--- src/rtl/sdc_pkg.sv ---
package sdc_pkg;
  localparam int REF_W  = 9;
  localparam int FB_W   = 10;
  localparam int TEST_W = 2;
  localparam int WORD_W = 1 + TEST_W + REF_W + FB_W;

  typedef struct packed {
    logic              bw_normal;
    logic [TEST_W-1:0] test;
    logic [REF_W-1:0]  ref_div;
    logic [FB_W-1:0]   fb_div;
  } cfg_word_t;

  function automatic cfg_word_t default_word();
    cfg_word_t w;
    w.bw_normal = 1'b1;
    w.test      = '0;
    w.ref_div   = REF_W'(1);
    w.fb_div    = FB_W'(32);
    return w;
  endfunction

  function automatic cfg_word_t shift_in(cfg_word_t cur, logic bit_in);
    logic [WORD_W-1:0] v;
    v = {cur[WORD_W-2:0], bit_in};
    return cfg_word_t'(v);
  endfunction
endpackage

--- src/rtl/sdc_sync.sv ---
module sdc_sync #(
  parameter int STAGES = 2,
  parameter int WIDTH  = 3
) (
  input  logic             clk,
  input  logic             rst_n,
  input  logic [WIDTH-1:0] d_i,
  output logic [WIDTH-1:0] q_o
);
  logic [WIDTH-1:0] stage_q [STAGES];

  genvar g;
  generate
    for (g = 0; g < STAGES; g++) begin : g_stage
      always_ff @(posedge clk or negedge rst_n) begin
        if (!rst_n) stage_q[g] <= '0;
        else if (g == 0) stage_q[g] <= d_i;
        else stage_q[g] <= stage_q[(g == 0) ? 0 : g-1];
      end
    end
  endgenerate

  assign q_o = stage_q[STAGES-1];
endmodule

--- src/rtl/sdc_edge.sv ---
module sdc_edge (
  input  logic clk,
  input  logic rst_n,
  input  logic lvl_i,
  output logic rise_o
);
  logic prev_q;

  always_ff @(posedge clk or negedge rst_n) begin
    if (!rst_n) prev_q <= 1'b0;
    else        prev_q <= lvl_i;
  end

  assign rise_o = lvl_i & ~prev_q;
endmodule

--- src/rtl/sdc_shift.sv ---
module sdc_shift
  import sdc_pkg::*;
(
  input  logic      clk,
  input  logic      rst_n,
  input  logic      step_i,
  input  logic      bit_i,
  output cfg_word_t shift_q_o,
  output cfg_word_t shift_next_o
);
  cfg_word_t shift_q;

  assign shift_next_o = step_i ? shift_in(shift_q, bit_i) : shift_q;

  always_ff @(posedge clk or negedge rst_n) begin
    if (!rst_n) shift_q <= default_word();
    else        shift_q <= shift_next_o;
  end

  assign shift_q_o = shift_q;
endmodule

--- src/rtl/sdc_hold.sv ---
module sdc_hold
  import sdc_pkg::*;
(
  input  logic      clk,
  input  logic      rst_n,
  input  logic      load_lvl_i,
  input  logic      load_rise_i,
  input  logic      step_i,
  input  cfg_word_t shift_next_i,
  output cfg_word_t hold_o
);
  logic      take;
  cfg_word_t hold_q;

  assign take = load_rise_i | (load_lvl_i & step_i);

  always_ff @(posedge clk or negedge rst_n) begin
    if (!rst_n)    hold_q <= default_word();
    else if (take) hold_q <= shift_next_i;
  end

  assign hold_o = hold_q;
endmodule

--- src/rtl/serial_div_cfg.sv ---
module serial_div_cfg
  import sdc_pkg::*;
#(
  parameter int SYNC_STAGES = 2
) (
  input  logic              clk,
  input  logic              rst_n,
  input  logic              ser_clk_i,
  input  logic              ser_data_i,
  input  logic              ser_load_i,
  output logic [REF_W-1:0]  ref_div_o,
  output logic [FB_W-1:0]   fb_div_o,
  output logic              bw_normal_o,
  output logic [TEST_W-1:0] test_o
);
  logic [2:0] pins_s;
  logic       sclk_lvl;
  logic       data_s;
  logic       load_lvl;
  logic       sclk_rise;
  logic       load_rise;
  cfg_word_t  shift_q;
  cfg_word_t  shift_next;
  cfg_word_t  cfg_q;

  sdc_sync #(.STAGES(SYNC_STAGES), .WIDTH(3)) u_sync (
    .clk   (clk),
    .rst_n (rst_n),
    .d_i   ({ser_load_i, ser_data_i, ser_clk_i}),
    .q_o   (pins_s)
  );

  assign sclk_lvl = pins_s[0];
  assign data_s   = pins_s[1];
  assign load_lvl = pins_s[2];

  sdc_edge u_sclk_edge (
    .clk    (clk),
    .rst_n  (rst_n),
    .lvl_i  (sclk_lvl),
    .rise_o (sclk_rise)
  );

  sdc_edge u_load_edge (
    .clk    (clk),
    .rst_n  (rst_n),
    .lvl_i  (load_lvl),
    .rise_o (load_rise)
  );

  sdc_shift u_shift (
    .clk          (clk),
    .rst_n        (rst_n),
    .step_i       (sclk_rise),
    .bit_i        (data_s),
    .shift_q_o    (shift_q),
    .shift_next_o (shift_next)
  );

  sdc_hold u_hold (
    .clk          (clk),
    .rst_n        (rst_n),
    .load_lvl_i   (load_lvl),
    .load_rise_i  (load_rise),
    .step_i       (sclk_rise),
    .shift_next_i (shift_next),
    .hold_o       (cfg_q)
  );

  assign ref_div_o   = cfg_q.ref_div;
  assign fb_div_o    = cfg_q.fb_div;
  assign bw_normal_o = cfg_q.bw_normal;
  assign test_o      = cfg_q.test;
endmodule

--- config.mk ---
export PLATFORM = sky130hd
export DESIGN_NAME = serial_div_cfg
export DESIGN_NICKNAME = d
export VERILOG_FILES = /design/src/rtl/sdc_pkg.sv /design/src/rtl/sdc_sync.sv /design/src/rtl/sdc_edge.sv /design/src/rtl/sdc_shift.sv /design/src/rtl/sdc_hold.sv /design/src/rtl/serial_div_cfg.sv
export SDC_FILE = /design/constraint.sdc
export NUM_CORES = 1
export LEC_CHECK = 0
export ABC_AREA = 0
export BUFFER_PORTS_ARGS = -buffer_cell sky130_fd_sc_hd__clkbuf_2
export CORE_ASPECT_RATIO = 0.7
export CORE_MARGIN = 2
export CORE_UTILIZATION = 45
export CTS_BUF_LIST = sky130_fd_sc_hd__clkbuf_4 sky130_fd_sc_hd__clkbuf_8
export DETAILED_ROUTE_END_ITERATION = 10
export PLACE_DENSITY = 0.66
export SYNTH_ARGS = -nofsm -noshare
export SYNTH_HDL_FRONTEND = slang
export SYNTH_SLANG_ARGS = --single-unit
--- constraint.sdc ---
create_clock -name clk -period 2.11 [get_ports clk]
set_clock_uncertainty 0.15 [all_clocks]
set_input_delay 0.3165 -clock clk [delete_from_list [all_inputs] [get_ports clk]]
set_output_delay 0.3165 -clock clk [all_outputs]
set_load 0.02 [all_outputs]
==> results of run 1 <==
## registers in the layout, indices dropped and copies added (netlist names)
register            cells
u_hold.hold_o          22
u_sync.q_o              3
u_shift.shift_q_o      22
u_sclk_edge.prev_q      1
u_load_edge.prev_q      1
u_sync.stage_q          3
## critical path, stage by stage (launching register included)
cell	delay [ns]
dfrtp_1	0.41
nor2b_4	0.24
buf_12	0.22
mux2_4	0.32
mux2_4	0.26
## placed cells by master, fill, tap and decap left out, drive strengths merged
master,synthesis,layout
mux2,44,44
dfrtp,46,46
dlygate4sd3,0,4
buf,5,2
o21a,1,1
clkinv,0,1
dfstp,6,6
nor2b,1,1
inv,1,1
clkbuf,0,32
## per-layer routing
metal / up-vias / wire length [µm] / global-route usage, %
li1: 424 / - / -
met1: 459 / 1600 / 19.3
met2: 22 / 1150 / 17.1
met3: 7 / 126 / 4.08
met4: 0 / 56 / 6.80
met5: - / 0 / 0
## through the flow
| stage | hold WS, ns | utilization (%) | setup WS, ns | area (µm²) | instances |
|---|---|---|---|---|---|
| 5_1_grt | 0.211 | 53.5 | 0.328 | 2340 | 193 |
| 6_report | 0.203 | 53.5 | 0.390 | 2340 | 193 |
| 3_5_place_dp | 0.185 | 50.7 | 0.400 | 2220 | 182 |
| 2_1_floorplan | -0.129 | - | 0.549 | 2070 | 104 |
| 4_1_cts | 0.205 | 53.5 | 0.379 | 2340 | 193 |
| 3_3_place_gp | 0.188 | 50.7 | 0.412 | 2220 | 182 |
## how the worst max path moves through the flow
| stage | slack, ns | cells past startpoint | start | end |
|---|---|---|---|---|
| 2_1_floorplan | 0.55 | 5 | u_sclk_edge.prev_q$_DFF_PN0_ | u_hold.hold_o[9]$_DFFE_PN0P_ |
| 3_3_place_gp | 0.41 | 4 | u_sclk_edge.prev_q$_DFF_PN0_ | u_hold.hold_o[3]$_DFFE_PN0P_ |
| 3_5_place_dp | 0.40 | 3 | u_sclk_edge.prev_q$_DFF_PN0_ | u_hold.hold_o[1]$_DFFE_PN0P_ |
| 4_1_cts | 0.38 | 3 | u_sclk_edge.prev_q$_DFF_PN0_ | u_hold.hold_o[1]$_DFFE_PN0P_ |
| 5_1_grt | 0.33 | 3 | u_sclk_edge.prev_q$_DFF_PN0_ | u_hold.hold_o[1]$_DFFE_PN0P_ |
| 6_report | 0.39 | 4 | u_sclk_edge.prev_q$_DFF_PN0_ | u_hold.hold_o[1]$_DFFE_PN0P_ |
## area by class of cell
| cell class | count | area (µm²) | area share, % |
|---|---|---|---|
| multi-input cells | 46 | 682 | 29.1 |
| well taps | 55 | 68.8 | 2.94 |
| repair buffers | 32 | 198 | 8.44 |
| clock buffers | 6 | 76.3 | 3.26 |
| inverters | 1 | 3.75 | 0.160 |
| clock inverters | 1 | 5.00 | 0.214 |
| flip-flops and latches | 52 | 1310 | 55.9 |
## kinds of logic (layout without fill, tap and decap cells)
logic type,count (synthesis),after routing,share of synthesized area [%]
AOI/OAI and AO/OA,1,1,0.726
buffers and inverters,6,40,3.75
DFF,52,52,63.3
muxes,44,44,31.6
and+or+nand+nor,1,1,0.665
## where the power goes
part | internal, mW | switching [mW] | leakage, nW | total (mW)
Clock | 0.239 | 0.302 | 0.0445 | 0.542
Sequential | 1.30 | 0.156 | 0.645 | 1.46
Combinational | 0.490 | 0.384 | 0.482 | 0.874
==> results.md, run 1 <==
| Parameter | Value | Unit |
|:---|:---|:---|
| Mapped cell area | 2070 | µm² |
| DRC violation count after routing | 0 | - |
| HPWL reported at the end of detailed placement | 1770 | µm |
| Io pins | 27 | - |
| Cell depth of the worst flop-to-flop path | 4 | - |
| Synthesized Nets | 109 | - |
| Syn. warnings | 0 | - |
| Die boundary height | 60.7 | µm |
| Data arrival, critical path | 1.76 | ns |
| Number of standard cells after synthesis | 104 | - |
| Deepest level of the CTS H-tree | 2 | - |
| Number of standard-cell rows in the floorplan | 20 | - |
| Hold bufs inserted after CTS | 4 | - |
| Worst Hold Launch | u_sync.stage_q[4]$_DFF_PN0_ | - |
| Number of distinct library cell variants in the gate-level netlist after synthesis | 9 | - |
| Area of the core region | 4380 | µm² |
| Drt first pass iters | 4 | - |
| Routability congestion estimate from global placement | 0.710 | - |
| Critical path class | reg2reg | - |
| Setup total negative slack | 0 | ns |
| Critical path launch point type | flop | - |
| Final wirelength | 2930 | µm |
| IR Drop Worst-Case VDD | 0.725 | mV |
| Proportion of netlist area held by the largest area contributor | 55.7 | % |
| Number of antenna violations at the first check in global routing | 0 | - |
| CTS buffer count | 5 | - |
| Required time at the endpoint of the critical path | 2.15 | ns |
| Fraction of the yosys area taken by sequential cells | 63.3 | % |
| Top cells by area, synth | dfrtp_1 (56%), mux2_4 (30%), dfstp_2 (7.6%) | - |
| Sinks on the clock net | 52 | - |
| Max-Slew Margin vs Limit | 56.7 | % |
| Critical Path End Type | flop | - |
| Initial core utilization | 47.2 | % |
| Status | complete, no violations | - |
| Lkg Pwr | 1.17 | nW |
| Area growth syn-to-layout | 13.2 | % |
| Portion of the clock cycle consumed by the worst path in the final layout | 81.5 | % |
| Cell Pwr Density | 1230 | nW/µm² |
| Endpoint of the worst hold path | u_sync.q_o[1]$_DFF_PN0_ | - |
| Layout Nets | 143 | - |
| Hold violation count in the final report | 0 | - |
| HP Class | reg2reg | - |
| Biggest fanout along the worst timing path | 18 | - |
| Worst Hold Path Cells | 0 | - |
| Post-DR wirelength/cell | 15.2 | µm |
| Clock tree from TritonCTS | done | - |
| Final Max Tran Viols | 0 | - |
| Buffers inserted by post-CTS timing repair | 0 | - |
| Worst reg-to-reg setup slack | 0.39 | ns |
| Number of synthesized register bits | 52 | - |
| Dominant synthesized flop cell | dfrtp_1 | - |
| Asr flop ratio synth | 100 | % |
| Buffers from clock root to sink, at most | 2 | - |
| Avg Vias per Cell | 4.73 | - |
| Share of final-layout standard cells stronger than drive strength 1 | 63.0 | % |
| Fin crit period | 1.72 | ns |
| Clock input transition at the sequential cells of the worst setup and hold paths | 0.09 | ns |
| Number of buffers added on ports | 26 | - |
| GR Overflow Total | 0 | - |
| Crit Reg-Reg Startpoint | u_sclk_edge.prev_q$_DFF_PN0_ | - |
| Largest net degree at the start of global routing | 53 | - |
| Endpoint of the most critical register-to-register path | u_hold.hold_o[1]$_DFFE_PN0P_ | - |
| Root buffer cell | clkbuf_8 | - |
| Filler instances | 340 | - |
| Antenna violation net count after detailed routing | 0 | - |
| Pwr Total | 2.88 | mW |
| Starting DRC count in detailed routing | 41 | - |
| Most frequent cell after synthesis | dfrtp_1 | - |
| Clock network latency to the later pin of the worst-skew pair | 0.29 | ns |
| Overall die width | 85.0 | µm |
| Via count of the first global-routing pass | 942 | - |
| Wire length of the first global-routing pass | 4900 | µm |
| Transition time at the pin with the least slew margin | 0.650 | ns |
| Biggest area consumer among synthesized cells | dfrtp_1 | - |
| Count of inserted antenna diode cells | 0 | - |
| Total of cells resized after clock tree synthesis | 0 | - |
| Floorplan die area | 5160 | µm² |
| RSZ-0062 raised after global routing | false | - |
| Number of violations of the max-capacitance limit | 0 | - |
| Endpoints failing setup | 0 | - |
| Total number of vias | 912 | - |
| Number of synthesized flops with an enable pin | 0 | - |
| Post-synth top cells | dfrtp_1 (46), mux2_4 (42), dfstp_2 (6) | - |
| Peak clock frequency supported by timing | 0.581 | GHz |
| Avg Inst Size Synth | 19.9 | µm² |
| Total routing resource utilization after global routing | 13.0 | % |
(Power assumes the default switching activity.)
==> run 2: changes to the inputs <==
--- a/config.mk
+++ b/config.mk
@@ -12,7 +12,7 @@
 export CORE_UTILIZATION = 45
 export CTS_BUF_LIST = sky130_fd_sc_hd__clkbuf_4 sky130_fd_sc_hd__clkbuf_8
 export DETAILED_ROUTE_END_ITERATION = 10
-export PLACE_DENSITY = 0.66
+export PLACE_DENSITY = 0.68
 export SYNTH_ARGS = -nofsm -noshare
 export SYNTH_HDL_FRONTEND = slang
 export SYNTH_SLANG_ARGS = --single-unit
==> constraint.sdc (replaced) <==
create_clock -name clk -period 1.5 [get_ports clk]
set_clock_uncertainty 0.15 [all_clocks]
set_input_delay 0.225 -clock clk [delete_from_list [all_inputs] [get_ports clk]]
set_output_delay 0.225 -clock clk [all_outputs]
set_load 0.02 [all_outputs]
==> results.md, run 2 (synthesized netlist as in run 1, its figures left out) <==
| Parameter | Value | Unit |
|:---|:---|:---|
| Starting DRC count in detailed routing | 26 | - |
| Required time at the endpoint of the critical path | 1.54 | ns |
| Area occupied by registers | 1310 | µm² |
| Clock tree from TritonCTS | done | - |
| Total number of vias | 990 | - |
| Area of the core region | 4380 | µm² |
| Final worst setup slack | -0.149 | ns |
| Peak clock frequency supported by timing | 0.606 | GHz |
| Share of final-layout standard cells stronger than drive strength 1 | 65.8 | % |
| Worst Hold Launch | u_sync.stage_q[3]$_DFF_PN0_ | - |
| Sinks on the clock net | 52 | - |
| Number of antenna violations at the first check in global routing | 0 | - |
| Fraction of power spent switching nets | 29.6 | % |
| Number of buffers added on ports | 26 | - |
| Crit Reg-Reg Startpoint | u_sclk_edge.prev_q$_DFF_PN0_ | - |
| Most common library cell in the layout ignoring fill and taps | dfrtp_1 | - |
| Post-DR wirelength/cell | 15.7 | µm |
| Via count of the first global-routing pass | 1022 | - |
| Portion of the clock cycle consumed by the worst path in the final layout | 110 | % |
| RSZ-0062 raised after global routing | true | - |
| Area growth syn-to-layout | 21.7 | % |
| Endpoints failing setup | 22 | - |
| Overall die width | 85.0 | µm |
| Deepest level of the CTS H-tree | 2 | - |
| Cell internal pwr | 2.89 | mW |
| Final wirelength | 3200 | µm |
| Setup total negative slack | -2.73 | ns |
| Wire length of the first global-routing pass | 5000 | µm |
| Status | complete, but fails checks | - |
| Routability congestion estimate from global placement | 0.697 | - |
| Endpoint of the worst hold path | u_sync.q_o[0]$_DFF_PN0_ | - |
| Cells after DPL | 187 | - |
| Drt first pass iters | 4 | - |
| Worst reg-to-reg setup slack | -0.15 | ns |
| Transition time at the pin with the least slew margin | 0.268 | ns |
| HPWL reported at the end of detailed placement | 1940 | µm |
| Clock input transition at the sequential cells of the worst setup and hold paths | 0.09 | ns |
| Data arrival, critical path | 1.69 | ns |
| Endpoint of the most critical register-to-register path | u_hold.hold_o[0]$_DFFE_PN0P_ | - |
| Count of inserted antenna diode cells | 0 | - |
| Critical Path End Type | flop | - |
| Critical path class | reg2reg | - |
| CTS buffer count | 5 | - |
| Register share of total power | 50.2 | % |
| Floorplan die area | 5160 | µm² |
| Biggest fanout along the worst timing path | 6 | - |
| Cell Pwr Density | 1630 | nW/µm² |
| Hold violation count in the final report | 0 | - |
| Fin crit period | 1.65 | ns |
| Final Max Tran Viols | 0 | - |
| DRC violation count after routing | 0 | - |
| Max-Slew Margin vs Limit | 82.1 | % |
| Non-filler cells in the finished layout | 204 | - |
| Pre-CTS setup slack | -0.127 | ns |
| Commonest cells after routing, fill and taps aside | dfrtp_1 (46), mux2_4 (44), clkbuf_2 (26) | - |
| Lkg Pwr | 1.25 | nW |
| Violated checks | negative setup slack | - |
| Total routing resource utilization after global routing | 13.1 | % |
| Placed Instance Area | 2280 | µm² |
| Avg Vias per Cell | 4.85 | - |
| Worst Hold Path Cells | 0 | - |
| Critical path launch point type | flop | - |
| HP Class | reg2reg | - |
| Io pins | 27 | - |
| Initial core utilization | 47.2 | % |
| GR Overflow Total | 0 | - |
| Number of violations of the max-capacitance limit | 0 | - |
| Buffers from clock root to sink, at most | 2 | - |
| Number of standard-cell rows in the floorplan | 20 | - |
| Root buffer cell | clkbuf_8 | - |
| Area of the multi-input gates | 689 | µm² |
| Die boundary height | 60.7 | µm |
| Clock network latency to the later pin of the worst-skew pair | 0.30 | ns |
| Filler instances | 328 | - |
| Cell depth of the worst flop-to-flop path | 5 | - |
| Layout Nets | 154 | - |
| Antenna violation net count after detailed routing | 0 | - |
| P_sw | 1.22 | mW |
| Clock group share of total power | 18.0 | % |
| Utilization of the core after routing | 57.5 | % |
| IR Drop Worst-Case VDD | 0.897 | mV |
| Post-layout instance area | 2520 | µm² |
| Gate power share | 31.7 | % |
| Largest net degree at the start of global routing | 53 | - |
-- run 2: power groups by stage --
stage               combinational [mW]  sequential [mW]  clock [mW]
CTS                               1.28             2.07       0.768
finish                            1.30             2.06       0.741
global placement                  1.24             2.07           0
global route                      1.39             2.11       0.835
detailed placement                1.26             2.09           0
floorplan                        0.699             2.28           0
-- run 2: worst max path at each step --
stage,to,from
floorplan,u_hold.hold_o[0]$_DFFE_PN0P_,u_sclk_edge.prev_q$_DFF_PN0_
global placement,u_hold.hold_o[4]$_DFFE_PN0P_,u_sclk_edge.prev_q$_DFF_PN0_
detailed placement,u_hold.hold_o[1]$_DFFE_PN0P_,u_sclk_edge.prev_q$_DFF_PN0_
CTS,u_hold.hold_o[1]$_DFFE_PN0P_,u_sclk_edge.prev_q$_DFF_PN0_
global route,u_hold.hold_o[17]$_DFFE_PN0P_,u_sclk_edge.prev_q$_DFF_PN0_
finish,u_hold.hold_o[0]$_DFFE_PN0P_,u_sclk_edge.prev_q$_DFF_PN0_
-- run 2: per-stage QoR --
stage / power, mW / hold slack [ns]
3_3_place_gp: 3.31 / 0.0827
4_1_cts: 4.11 / 0.210
3_5_place_dp: 3.34 / 0.0920
6_report: 4.11 / 0.207
2_1_floorplan: 2.98 / -0.221
5_1_grt: 4.34 / 0.222
-- run 2: area by class of cell --
cell class / instances / share of cell area (%)
inverter: 1 / 0.149
multi-input combinational: 46 / 27.4
sequential: 52 / 52.0
tap: 55 / 2.73
timing repair buffer: 43 / 14.5
clock buffer: 5 / 2.73
clock inverter: 2 / 0.497
-- run 2: worst max-delay path: stages, from the launching register on --
cell and delay, ns:
dfrtp_1 0.41, nor2b_4 0.14, buf_12 0.14, clkbuf_16 0.15, mux2_4 0.31, mux2_4 0.26
-- run 2: layer usage --
metal	vias up	GRT usage, %	part of all wire (%)
met5	-	0	0
met4	0	4.76	0.72
met3	4	5.71	3.6
met2	20	19.2	46
met1	519	17.8	49
li1	447	-	-
-- run 2: timing repair --
action,4_1_cts,5_1_grt
endpoints found under the hold margin,49,0
gates cloned,0,3
endpoints found under the setup margin,22,22
gates resized for setup,0,4
setup buffers,0,3
hold buffers,4,0
==> run 3: changes to the inputs <==
--- a/config.mk
+++ b/config.mk
@@ -12,7 +12,6 @@
 export CORE_UTILIZATION = 45
 export CTS_BUF_LIST = sky130_fd_sc_hd__clkbuf_4 sky130_fd_sc_hd__clkbuf_8
 export DETAILED_ROUTE_END_ITERATION = 10
-export PLACE_DENSITY = 0.68
 export SYNTH_ARGS = -nofsm -noshare
 export SYNTH_HDL_FRONTEND = slang
 export SYNTH_SLANG_ARGS = --single-unit
==> constraint.sdc (replaced) <==
create_clock -name clk -period 1.6 [get_ports clk]
set_clock_uncertainty 0.15 [all_clocks]
set_input_delay 0.24 -clock clk [delete_from_list [all_inputs] [get_ports clk]]
set_output_delay 0.24 -clock clk [all_outputs]
set_load 0.02 [all_outputs]
==> results.md, run 3 (synthesized netlist as in run 1, its figures left out) <==
| Parameter | Value | Unit |
|:---|:---|:---|
| Endpoints failing setup | 22 | - |
| Critical path launch point type | flop | - |
| HPWL reported at the end of detailed placement | 1880 | µm |
| Number of violations of the max-capacitance limit | 0 | - |
| Overall die width | 85.0 | µm |
| Via count of the first global-routing pass | 1098 | - |
| Clock input transition at the sequential cells of the worst setup and hold paths | 0.09 | ns |
| Commonest cells after routing, fill and taps aside | dfrtp_1 (46), mux2_4 (43), clkbuf_2 (26) | - |
| Fin crit period | 1.68 | ns |
| Root buffer cell | clkbuf_8 | - |
| Number of buffers added on ports | 26 | - |
| CTS buffer count | 5 | - |
| Cell Pwr Density | 1580 | nW/µm² |
| Deepest level of the CTS H-tree | 2 | - |
| Biggest fanout along the worst timing path | 6 | - |
| Initial core utilization | 47.2 | % |
| Hold violation count in the final report | 0 | - |
| IR Drop Worst-Case VDD | 0.856 | mV |
| Antenna violation net count after detailed routing | 0 | - |
| Utilization of the core after routing | 58.5 | % |
| Critical path class | reg2reg | - |
| Final wirelength | 3450 | µm |
| Pre-CTS setup slack | -0.103 | ns |
| Final worst setup slack | -0.0804 | ns |
| Violated checks | negative setup slack | - |
| Final Max Tran Viols | 0 | - |
| Peak clock frequency supported by timing | 0.595 | GHz |
| Status | complete, but fails checks | - |
| Number of antenna violations at the first check in global routing | 0 | - |
| Critical Path End Type | flop | - |
| Drt first pass iters | 3 | - |
| Layout Nets | 157 | - |
| Filler instances | 331 | - |
| Setup total negative slack | -1.32 | ns |
| Avg Vias per Cell | 4.81 | - |
| Clock network latency to the later pin of the worst-skew pair | 0.30 | ns |
| Data arrival, critical path | 1.71 | ns |
| Total routing resource utilization after global routing | 15.3 | % |
| Buffers from clock root to sink, at most | 2 | - |
| Post-DR wirelength/cell | 16.6 | µm |
| Number of standard-cell rows in the floorplan | 20 | - |
| Total number of vias | 1001 | - |
| Share of final-layout standard cells stronger than drive strength 1 | 66.7 | % |
| Required time at the endpoint of the critical path | 1.63 | ns |
| Wire length of the first global-routing pass | 5840 | µm |
| Area growth syn-to-layout | 23.8 | % |
| Count of inserted antenna diode cells | 0 | - |
| Floorplan die area | 5160 | µm² |
| DRC violation count after routing | 0 | - |
| RSZ-0062 raised after global routing | true | - |
| HP Class | reg2reg | - |
| Fin Hold WS | 0.207 | ns |
| Area of the core region | 4380 | µm² |
| Die boundary height | 60.7 | µm |
| GR Overflow Total | 0 | - |
| Routability congestion estimate from global placement | 0.663 | - |
| Sinks on the clock net | 52 | - |
| Max-Slew Margin vs Limit | 81.7 | % |
| Io pins | 27 | - |
| Starting DRC count in detailed routing | 52 | - |
| Transition time at the pin with the least slew margin | 0.275 | ns |
| Largest net degree at the start of global routing | 53 | - |
| Clock tree from TritonCTS | done | - |
| Portion of the clock cycle consumed by the worst path in the final layout | 105 | % |
| Most common library cell in the layout ignoring fill and taps | dfrtp_1 | - |
| Lkg Pwr | 1.27 | nW |
-- run 3: changes by cell type in the layout (fill, tap and decap cells not counted), sizes merged --
cell / change
clkbuf: -1
clkinvlp: -1
buf: +2
o21a: +3
bufinv: +1
-- run 3: path summary, 6_finish.rpt --
| kind | cells past startpoint | slack (ns) | start | to |
|---|---|---|---|---|
| max | 5 | -0.08 | u_sclk_edge.prev_q$_DFF_PN0_ | u_hold.hold_o[4]$_DFFE_PN0P_ |
| min reg2reg | 0 | 0.21 | u_sync.stage_q[4]$_DFF_PN0_ | u_sync.q_o[1]$_DFF_PN0_ |
| max in group asynchronous | 3 | 0.69 | rst_n | u_shift.shift_q_o[21]$_DFF_PN1_ |
| min in group asynchronous | 3 | 0.32 | rst_n | u_sync.stage_q[4]$_DFF_PN0_ |
| min | 0 | 0.21 | u_sync.stage_q[4]$_DFF_PN0_ | u_sync.q_o[1]$_DFF_PN0_ |
| max reg2reg | 5 | -0.08 | u_sclk_edge.prev_q$_DFF_PN0_ | u_hold.hold_o[4]$_DFFE_PN0P_ |
-- run 3: repair_timing --
action,CTS,global route
pin swaps,2,0
setup endpoints to repair,22,22
setup buffers,6,1
gates cloned,4,0
gates resized for setup,8,0
hold buffers,4,0
endpoints found under the hold margin,49,0
-- run 3: power by group --
group	leakage [nW]	total [mW]	internal, mW	switching, mW
sequential	0.645	1.93	1.72	0.208
combinational	0.571	1.22	0.689	0.528
clock	0.0586	0.888	0.482	0.406
-- run 3: routing by layer --
layer	part of all wire, %	global-route usage (%)	wire length (µm)	up-vias
met5	0	0	0	-
met4	0.43	4.76	15	0
met1	51	21.7	1770	523
met3	3.2	4.08	109	2
met2	45	23.5	1560	17
li1	-	-	-	459
-- run 3: worst max-delay path: stages (launching register included) --
cell and delay [ns]:
dfrtp_1 0.41, nor2b_4 0.17, buf_12 0.14, buf_8 0.12, mux2_4 0.31, mux2_4 0.26
-- run 3: area by class of cell --
type / instances / area, µm² / share of cell area (%)
multi-input combinational: 49 / 731 / 28.5
inverter: 1 / 3.75 / 0.147
clock inverter: 2 / 35.0 / 1.37
sequential: 52 / 1310 / 51.1
clock buffer: 6 / 76.3 / 2.98
timing repair buffer: 43 / 337 / 13.1
tap: 55 / 68.8 / 2.69
-- run 3: stage by stage --
step           instances  cell area (µm²)  total power, mW
2_1_floorplan        104             2070             2.79
3_3_place_gp         185             2260             3.09
3_5_place_dp         185             2260             3.12
4_1_cts              207             2550             4.08
5_1_grt              208             2560             4.26
6_report             208             2560             4.03
